File: config.mk
export PLATFORM = sky130hd
export DESIGN_NAME = fullperiod_seq
export DESIGN_NICKNAME = d
export VERILOG_FILES = /design/src/rtl/fcs_pkg.sv /design/src/rtl/fcs_cmd_decode.sv /design/src/rtl/fcs_feedback.sv /design/src/rtl/fcs_state_reg.sv /design/src/rtl/fullperiod_seq.sv
export SDC_FILE = /design/constraint.sdc
export NUM_CORES = 1
export LEC_CHECK = 0
export CORE_AREA = 10 10 47 49
export CTS_CLUSTER_DIAMETER = 50
export DETAILED_ROUTE_END_ITERATION = 8
export DIE_AREA = 0 0 57 59
export GPL_TIMING_DRIVEN = 0
export PLACE_DENSITY = 0.66
export SYNTH_ARGS = -nofsm -noshare
export SYNTH_HDL_FRONTEND = slang
export SYNTH_SLANG_ARGS = --single-unit
File: constraint.sdc
create_clock -name clk -period 1.5 [get_ports clk]
set_clock_uncertainty 0.2 [all_clocks]
set_input_delay 0.375 -clock clk [delete_from_list [all_inputs] [get_ports clk]]
set_output_delay 0.375 -clock clk [all_outputs]
set_load 0.02 [all_outputs]
File: src/rtl/fcs_pkg.sv
package fcs_pkg;

    localparam int unsigned SEQ_W    = 8;
    localparam int unsigned LOW_W    = SEQ_W - 1;

    typedef logic [SEQ_W-1:0] seq_word_t;

    // Stages 7, 5, 4 and 3 feed the linear part of the incoming bit.
    localparam seq_word_t TAP_MASK  = 8'b1011_1000;
    localparam seq_word_t RST_SEED  = 8'h01;

    typedef enum logic [1:0] {
        OP_HOLD = 2'd0,
        OP_STEP = 2'd1,
        OP_LOAD = 2'd2
    } seq_op_e;

    typedef struct packed {
        seq_op_e   op;
        seq_word_t data;
    } seq_cmd_t;

    function automatic logic low_all_zero(input seq_word_t s);
        return ~|s[LOW_W-1:0];
    endfunction

endpackage

File: src/rtl/fcs_cmd_decode.sv
module fcs_cmd_decode
    import fcs_pkg::*;
(
    input  logic      step_en,
    input  logic      load_en,
    input  seq_word_t load_val,
    output seq_cmd_t  cmd
);
    always_comb begin
        cmd.data = load_val;
        if (load_en)
            cmd.op = OP_LOAD;
        else if (step_en)
            cmd.op = OP_STEP;
        else
            cmd.op = OP_HOLD;
    end
endmodule

File: src/rtl/fcs_feedback.sv
module fcs_feedback
    import fcs_pkg::*;
#(
    parameter seq_word_t TAPS = TAP_MASK
) (
    input  seq_word_t cur,
    output seq_word_t nxt
);
    logic [SEQ_W-1:0] tapped;
    logic             lin_bit;
    logic             fill_bit;

    for (genvar i = 0; i < SEQ_W; i++) begin : g_tap
        if (TAPS[i]) begin : g_on
            assign tapped[i] = cur[i];
        end else begin : g_off
            assign tapped[i] = 1'b0;
        end
    end

    assign lin_bit  = ^tapped;
    assign fill_bit = lin_bit ^ low_all_zero(cur);
    assign nxt      = {cur[LOW_W-1:0], fill_bit};
endmodule

File: src/rtl/fcs_state_reg.sv
module fcs_state_reg
    import fcs_pkg::*;
#(
    parameter seq_word_t SEED = RST_SEED
) (
    input  logic      clk,
    input  logic      rst,
    input  seq_cmd_t  cmd,
    input  seq_word_t stepped,
    output seq_word_t state
);
    always_ff @(posedge clk) begin
        if (rst) begin
            state <= SEED;
        end else begin
            unique case (cmd.op)
                OP_LOAD: state <= cmd.data;
                OP_STEP: state <= stepped;
                default: state <= state;
            endcase
        end
    end
endmodule

File: src/rtl/fullperiod_seq.sv
module fullperiod_seq
    import fcs_pkg::*;
#(
    parameter seq_word_t TAPS = TAP_MASK,
    parameter seq_word_t SEED = RST_SEED
) (
    input  logic             clk,
    input  logic             rst,
    input  logic             step_en,
    input  logic             load_en,
    input  logic [SEQ_W-1:0] load_val,
    output logic [SEQ_W-1:0] state_q,
    output logic             serial_bit
);
    seq_cmd_t  cmd;
    seq_word_t next_word;
    seq_word_t cur_word;

    fcs_cmd_decode u_dec (
        .step_en (step_en),
        .load_en (load_en),
        .load_val(load_val),
        .cmd     (cmd)
    );

    fcs_feedback #(.TAPS(TAPS)) u_fb (
        .cur(cur_word),
        .nxt(next_word)
    );

    fcs_state_reg #(.SEED(SEED)) u_reg (
        .clk    (clk),
        .rst    (rst),
        .cmd    (cmd),
        .stepped(next_word),
        .state  (cur_word)
    );

    assign state_q    = cur_word;
    assign serial_bit = cur_word[SEQ_W-1];
endmodule

* After elaboration in Yosys (flattened, before gate mapping)
Cells that the tools add are included.
W data, S select, Z words.
** Storage, ports and cells
- Register bits :: 8
- Bits in latches :: 0
- Bits in writable memories :: 0
- Memory bits (read-only) :: 0
- Input bits :: 12
- Output and inout port bits :: 9
- Memories kept :: 0
** Cells by class
- Add/sub/neg operators :: 0
- $mul :: 0
- Divide/modulo/power cells :: 0
- $lt $le $gt $ge :: 0
- Equality and inequality tests :: 2
- Shift operators :: 0
- Mux-type cells :: 3
- Bitwise logic cells :: 1
- Reduce and logical (&&, ||, !) cells :: 4
** Operators with widths (count)
- $pmux W8 S2 :: 1
- $reduce_xor A8 Y1 :: 1
- $reduce_or A7 Y1 :: 1
- $eq A2 B1 Y1 const B :: 1
- $eq A2 B2 Y1 const B :: 1
- $mux W2 :: 1
- $reduce_bool A2 Y1 :: 1
- $logic_not A1 Y1 :: 1
- $mux W1 :: 1
- $xor A1 B1 Y1 :: 1

* Depth between registers and ports, before layout
Gate-level depths: netlist of run 1.
- Word-level depth :: 4
- Gate-level depth with buffers :: 5
- Depth with buffers taken out :: 5

* By module
A second synthesis of run 1 with hierarchy kept.
** Unflattened totals
- Cell total of the unflattened synthesis :: 65
- Area total of the unflattened synthesis :: 603.1 sq um
** By module, submodules not included
- fcs_state_reg :: instances 1, cells each 38, area each 387.9 sq um, seq. area each 160.2 sq um
- fcs_feedback :: instances 1, cells each 16, area each 126.4 sq um, seq. area each 0.0 sq um
- fcs_cmd_decode :: instances 1, cells each 10, area each 81.3 sq um, seq. area each 0.0 sq um
- fullperiod_seq :: instances 1, cells each 1, area each 7.5 sq um, seq. area each 0.0 sq um

* Worst setup path before layout of run 1
OpenSTA, ideal clock, no wires.
- Kind :: register to register
- Start point :: register u_reg.state[4]
- End point :: register u_reg.state[0]
- Library setup time :: 0.124 ns
- Arrival time :: 1.166 ns
- Data required time :: 1.176 ns
- Slack :: 0.010 ns
- Stages on the path, launching flop included :: 6
- Buffers on the path :: 0
- Path through :: dfxtp_1 > inv_1 > ha_1 > xnor2_1 > xnor2_1 > o21ai_1
** On the way
- Longest elaborated chain between the ends :: 4
- Elaborated cells between the ends (all ways) :: 5
- Those cells by class :: mux: 1; bitwise: 1; reduce/logical: 3
** Ends and longest elaborated chain
- start, declared :: RTL line fcs_state_reg.sv:10 : output seq_word_t state
- start signal, assigned :: RTL line fcs_state_reg.sv:17 : OP_LOAD: state <= cmd.data;
- start signal, assigned :: RTL line fcs_state_reg.sv:18 : OP_STEP: state <= stepped;
- start signal, assigned :: RTL line fcs_state_reg.sv:19 : default: state <= state;
- $reduce_or A7 Y1 :: RTL line fcs_pkg.sv:24 : return ~|s[LOW_W-1:0];
- $logic_not A1 Y1 :: RTL line fcs_pkg.sv:24
- $xor A1 B1 Y1 (*) :: RTL line fcs_feedback.sv:22 : assign fill_bit = lin_bit ^ low_all_zero(cur);
- $pmux W8 S2 (*) :: RTL line fcs_state_reg.sv:16 : unique case (cmd.op)
Mark *: on every way between the ends. The rest lies on a longest branch, timed or not.
A chain may end at the register's enable or synchronous reset.

* Final worst setup path of run 1
- Start point :: register u_reg.state[7]
- End point :: output serial_bit
** RTL lines
- end, declared :: RTL line fullperiod_seq.sv:13 : output logic serial_bit
No word-level cell between the ends.

==> results of run 1 <==
## Yosys cell counts
library cell / number
nor3b_1: 1
buf_2: 2
mux2i_1: 7
nor4_1: 1
a211oi_1: 1
nor2_1: 14
nand2b_1: 1
o21ai_1: 1
buf_1: 1
xnor2_1: 2
a21oi_1: 8
inv_1: 2
dfxtp_1: 8
buf_4: 2
ha_1: 1
## metal layers
layer,GRT usage (%),share of wire [%],vias to the layer above
met5,0,0,-
met4,4.027,0.94,0
met3,4.721,11,2
met2,8.682,44,15
met1,6.810,45,171
li1,-,-,214
## where the power goes
group | switching, uW | total [uW] | internal, uW
logic | 63.8 | 131 | 67.4
registers | 13.6 | 241 | 227
clock network | 76.5 | 168 | 91.8
total | 154 | 540 | 386
## cell families after synthesis
logic type | count (synthesis)
buffers and inverters | 7
adder cells (fa/ha/maj) | 1
AO/OA/AOI/OAI | 10
flip-flops | 8
AND/OR/NAND/NOR | 17
XOR/XNOR | 2
multiplexers | 7
## area by class of cell
type | count | area [um^2] | share of cell area, %
clock buffer | 3 | 22.52 | 3.758
buffer | 5 | 28.78 | 4.802
inverter | 2 | 7.507 | 1.253
tap | 16 | 20.02 | 3.340
multi-input combinational | 37 | 225.2 | 37.58
timing repair buffer | 17 | 133.9 | 22.34
sequential | 8 | 161.4 | 26.93
## worst min path at each step
| stage | cells past startpoint | to | slack, ns | from |
|---|---|---|---|---|
| 3_5_place_dp | 3 | u_reg.state[0] | 0.45 | u_reg.state[3] |
| 5_1_grt | 3 | u_reg.state[0] | 0.27 | load_en |
| 4_1_cts | 3 | u_reg.state[0] | 0.26 | step_en |
| 3_3_place_gp | 3 | u_reg.state[0] | 0.45 | u_reg.state[3] |
| 2_1_floorplan | 2 | u_reg.state[0] | 0.31 | load_val[0] |
| 6_report | 3 | u_reg.state[0] | 0.26 | load_en |
## placed cells by master, fill, tap and decap left out
cell type | synthesis | routed
a21oi_1 | 8 | 8
nand2b_1 | 1 | 1
xnor2_1 | 2 | 2
clkdlybuf4s15_2 | 0 | 1
o21ai_1 | 1 | 1
nor3b_1 | 1 | 1
inv_1 | 2 | 2
mux2i_1 | 7 | 7
clkbuf_4 | 0 | 3
buf_4 | 2 | 3
nor4_1 | 1 | 1
a211oi_1 | 1 | 1
buf_1 | 1 | 1
dfxtp_1 | 8 | 7
ha_1 | 1 | 1
buf_2 | 2 | 9
nor2_1 | 14 | 14
dfxtp_2 | 0 | 1
clkdlybuf4s50_1 | 0 | 8
## stage by stage
stage	cells	utilization, %	cell area (um^2)
floorplan	52	-	421.7
global placement	85	43.66	611.8
detailed placement	85	43.66	611.8
CTS	88	45.45	636.9
global route	88	42.77	599.3
finish	88	42.77	599.3
## tightest hold or removal path, stage by stage
cell and delay, ns:
buf_2 0.15, a211oi_1 0.09, o21ai_1 0.06
## what timing repair did
item | CTS | global route
pin swaps | 0 | 0
endpoints found under the hold margin | 0 | 0
resized for setup | 30 | 6
setup endpoints to repair | 9 | 6
==> impl_metrics.toml, run 1 <==
[sta]
rsz0062_at_grt = "false"
hold_viol = 0
finalMaxSlewViolations = 0
relSlewSlack_pct = 75.63
max_freq_mhz = 691.3
whs_ns = 0.2595
fin_crit_ns = 1.446
tns_ns = 0
setup_violations = 0
setup_ws_ns = 0.05351
finalCritPeriodShare_pct = 96.43
worst-slew-pin-transition_ns = 0.3656

[cts]
holdBufCountCts = 0
clockRootBuffer = "clkbuf_4"
cts.sinks = 8
worstSkewPairLatency_ns = 0.25
clock_tree.htree_level_count = 1
numCtsBuffers = 3
cts_setup_buffers = 0
clockBufferDepth = 2
clk_pin_slew_ns = 0.05
cts_tree = "built"

[global_route]
grt_usage_pct = 6.366
grt_pass1_vias = 383
antenna_found_initial = 0
grt_pass1_wl_um = 1690
gr-total-overflow = 0
grt_max_degree = 11

[pwr]
power_density_mw_per_mm2 = 901.5
total_power_uw = 540.3
p_leak_uw = 0.0002704
ir_drop_mv = 0.4462

[setup_path]
critPathSlowestCell = "dfxtp_2"
crit_family = "flip-flops"
cpPeakStageDelay_ns = 0.35
startpoint_type = "flip-flop"
regToRegEndpoint = "u_reg.state[0]"
r2r_setup_slack_ns = 0.08
cp.required_ns = 0.92
reg2reg_from = "u_reg.state[4]"
worstPathMaxFanout = 4
worst_r2r_path_depth = 5
cp_cell_sequence = "clkdlybuf4s15_2"
cp_num_buf_inv = 1
end_kind = "output port"
crit_type = "flip-flop to output port"
cp-endpoint = "serial_bit"
cp.arrival_ns = 0.87
cp.depth = 1
startpoint = "u_reg.state[7]"

[yosys]
synth_largest_area_cell = "dfxtp_1"
synth_cell_types = 15
synth-compound-area-share_pct = 12.46
synthXorXnorAreaFrac_pct = 4.154
synthCells = 52
avgSynthCellArea_um2 = 8.109
ys_seq_elements = 8
yosysWarnings = 0
syn-cell-area_um2 = 421.7
synth_top_area_share_pct = 37.98
yosysSeqAreaShare_pct = 37.98
synth_fa_ha_area_share_pct = 2.967
synth_top_family_by_area = "simple AND/OR/NAND/NOR gates"
synth-simple-area-share_pct = 17.21
muxShareOfSynthArea_pct = 16.62
syn-num-nets = 65
synth_area_leaders = "dfxtp_1, mux2i_1, nor2_1"

[place]
dp_hpwl_um = 850.5
io_buffers = 17
gp_congestion = 0.7413
dp_slack_ns = -0.1653

[detailed_routing]
wl_per_cell_um = 12.13
drc = 0
wl_um = 1067
ant_nets = 0
dr.pass1.iters = 2
dr.first_iter.drc_count = 2
via_per_inst = 4.568
vias = 402

[final_layout]
area_growth_pct = 42.14
fillCellCount = 166
biggestRegsByFlops = "u_reg.state x8"
regMostFlops = "u_reg.state"
finalNetCount = 87
largest_register_ffs = 8
drive_above_1_share_pct = 23.61
n_antenna_cell = 0

[die]
initial_core_util_pct = 30.09
die_y_um = 59
ioPinCount = 21
die_w_um = 57
rows = 14
core_region_area_mm2 = 0.001401
fp.dieArea_mm2 = 0.003363

[status]
outcome = "completed"

[flow_run]
maxCapViolations = 0

[hold_path]
hp-class = "input pin to flip-flop"
Note: power is estimated with default switching activity, not from simulation.
==> run 2, diff against run 1 <==
- CORE_AREA: 10 10 47 49 -> 2 2 39 41
- DIE_AREA: 0 0 57 59 -> 0 0 41 43
==> impl_metrics.toml, run 2 (synthesized netlist as in run 1, its figures left out) <==
[setup_path]
crit_family = "flip-flops"
worst_r2r_path_depth = 5
cp.depth = 1
cp_cell_sequence = "clkdlybuf4s15_2"
cpPeakStageDelay_ns = 0.36
cp.required_ns = 0.92
crit_type = "flip-flop to output port"
r2r_setup_slack_ns = 0.12
reg2reg_from = "u_reg.state[4]"
end_kind = "output port"
worstPathMaxFanout = 4
cp_num_buf_inv = 1
cp.arrival_ns = 0.87
startpoint_type = "flip-flop"
critPathSlowestCell = "dfxtp_2"
regToRegEndpoint = "u_reg.state[0]"

[final_layout]
finish.instance_area_um2 = 608.1
n_antenna_cell = 0
layout_common_cells = "nor2_1, buf_2, a21oi_1, clkdlybuf4s50_1, mux2i_1"
biggestRegsByFlops = "u_reg.state x8"
fillCellCount = 160
regMostFlops = "u_reg.state"
drive_above_1_share_pct = 26.39
finalNetCount = 87
multiInputGateArea_um2 = 225.2
regArea_um2 = 163.9
layout_commonest_cell = "nor2_1"
area_growth_pct = 44.21
utilization_pct = 43.94
stdcell_count = 88
largest_register_ffs = 8

[detailed_routing]
dr.first_iter.drc_count = 7
via_per_inst = 4.750
dr.pass1.iters = 2
wl_per_cell_um = 10.94
vias = 418
drc = 0
ant_nets = 0
wl_um = 963

[cts]
cts_resized = 29
cts_setup_buffers = 0
worstSkewPairLatency_ns = 0.25
clockRootBuffer = "clkbuf_4"
cts_tree = "built"
clk_pin_slew_ns = 0.06
cts.sinks = 8
holdBufCountCts = 0
clock_tree.htree_level_count = 1
clockBufferDepth = 2
numCtsBuffers = 3

[sta]
finalCritPeriodShare_pct = 96.41
rsz0062_at_grt = "false"
max_freq_mhz = 691.5
fin_crit_ns = 1.446
hold_viol = 0
setup_violations = 0
worst-slew-pin-transition_ns = 0.3523
tns_ns = 0
finalMaxSlewViolations = 0
relSlewSlack_pct = 76.51

[global_route]
grt_max_degree = 11
antenna_found_initial = 0
gr-total-overflow = 0
grt_usage_pct = 13.58
grt_pass1_vias = 364
grt_pass1_wl_um = 1545

[pwr]
ir_drop_mv = 0.3617
sw_frac_of_total_pct = 28.06
p_leak_uw = 0.0002701
internal_power_uw = 388.0
power_density_mw_per_mm2 = 886.9
clkPwrFrac_pct = 30.6
seqPwrFrac_pct = 44.8
p_comb_share_pct = 24.6
switching_power_uw = 151.4

[place]
dpl_cell_area_um2 = 611.8
numPlacedInstances = 85
io_buffers = 17
dp_hpwl_um = 700
gp_congestion = 0.6372

[die]
die_w_um = 41
core_region_area_mm2 = 0.001384
rows = 14
initial_core_util_pct = 30.47
ioPinCount = 21
die_y_um = 43
fp.dieArea_mm2 = 0.001763

[hold_path]
hold_path_end = "u_reg.state[4]"
hp-start = "rst"
hp-class = "input pin to flip-flop"
hold_depth = 2

[status]
outcome = "completed"

[flow_run]
maxCapViolations = 0
## run 2: cell type report
class	count	area share [%]
clock buffers	3	3.704
flip-flops and latches	8	26.95
inverters	2	1.235
multi-input cells	37	37.04
well taps	16	3.292
plain buffers	5	4.733
repair buffers	17	23.05
## run 2: worst max-delay path by stage
stage	slack, ns	startpoint	endpoint
2_1_floorplan	0.01	u_reg.state[4]	u_reg.state[0]
3_3_place_gp	-0.16	u_reg.state[7]	state_q[7]
3_5_place_dp	-0.17	u_reg.state[7]	state_q[7]
4_1_cts	0.004	u_reg.state[6]	state_q[6]
5_1_grt	0.003	u_reg.state[7]	serial_bit
6_report	0.05	u_reg.state[7]	serial_bit
## run 2: routing by layer
layer,part of all wire [%],track usage [%],up-vias
li1,-,-,213
met1,45,15.86,189
met2,45,18.44,14
met3,9.1,6.283,2
met4,1.0,10.00,0
met5,0,0,-
## run 2: stage by stage
step,power [uW],worst slack (ns),hold WS [ns]
2_1_floorplan,328.4,0.009826,0.3116
3_3_place_gp,389.7,-0.1641,0.4556
3_5_place_dp,391.0,-0.1666,0.4637
4_1_cts,555.9,0.004481,0.2658
5_1_grt,586.9,0.002924,0.2697
6_report,539.3,0.05385,0.2626
## run 2: power groups by stage
| stage | combinational, uW | clock (uW) | sequential (uW) |
|---|---|---|---|
| 6_report | 133 | 165 | 242 |
| 5_1_grt | 148 | 195 | 244 |
| 4_1_cts | 141 | 173 | 242 |
| 3_5_place_dp | 145 | 0 | 246 |
| 3_3_place_gp | 144 | 0 | 246 |
| 2_1_floorplan | 68.0 | 0 | 260 |
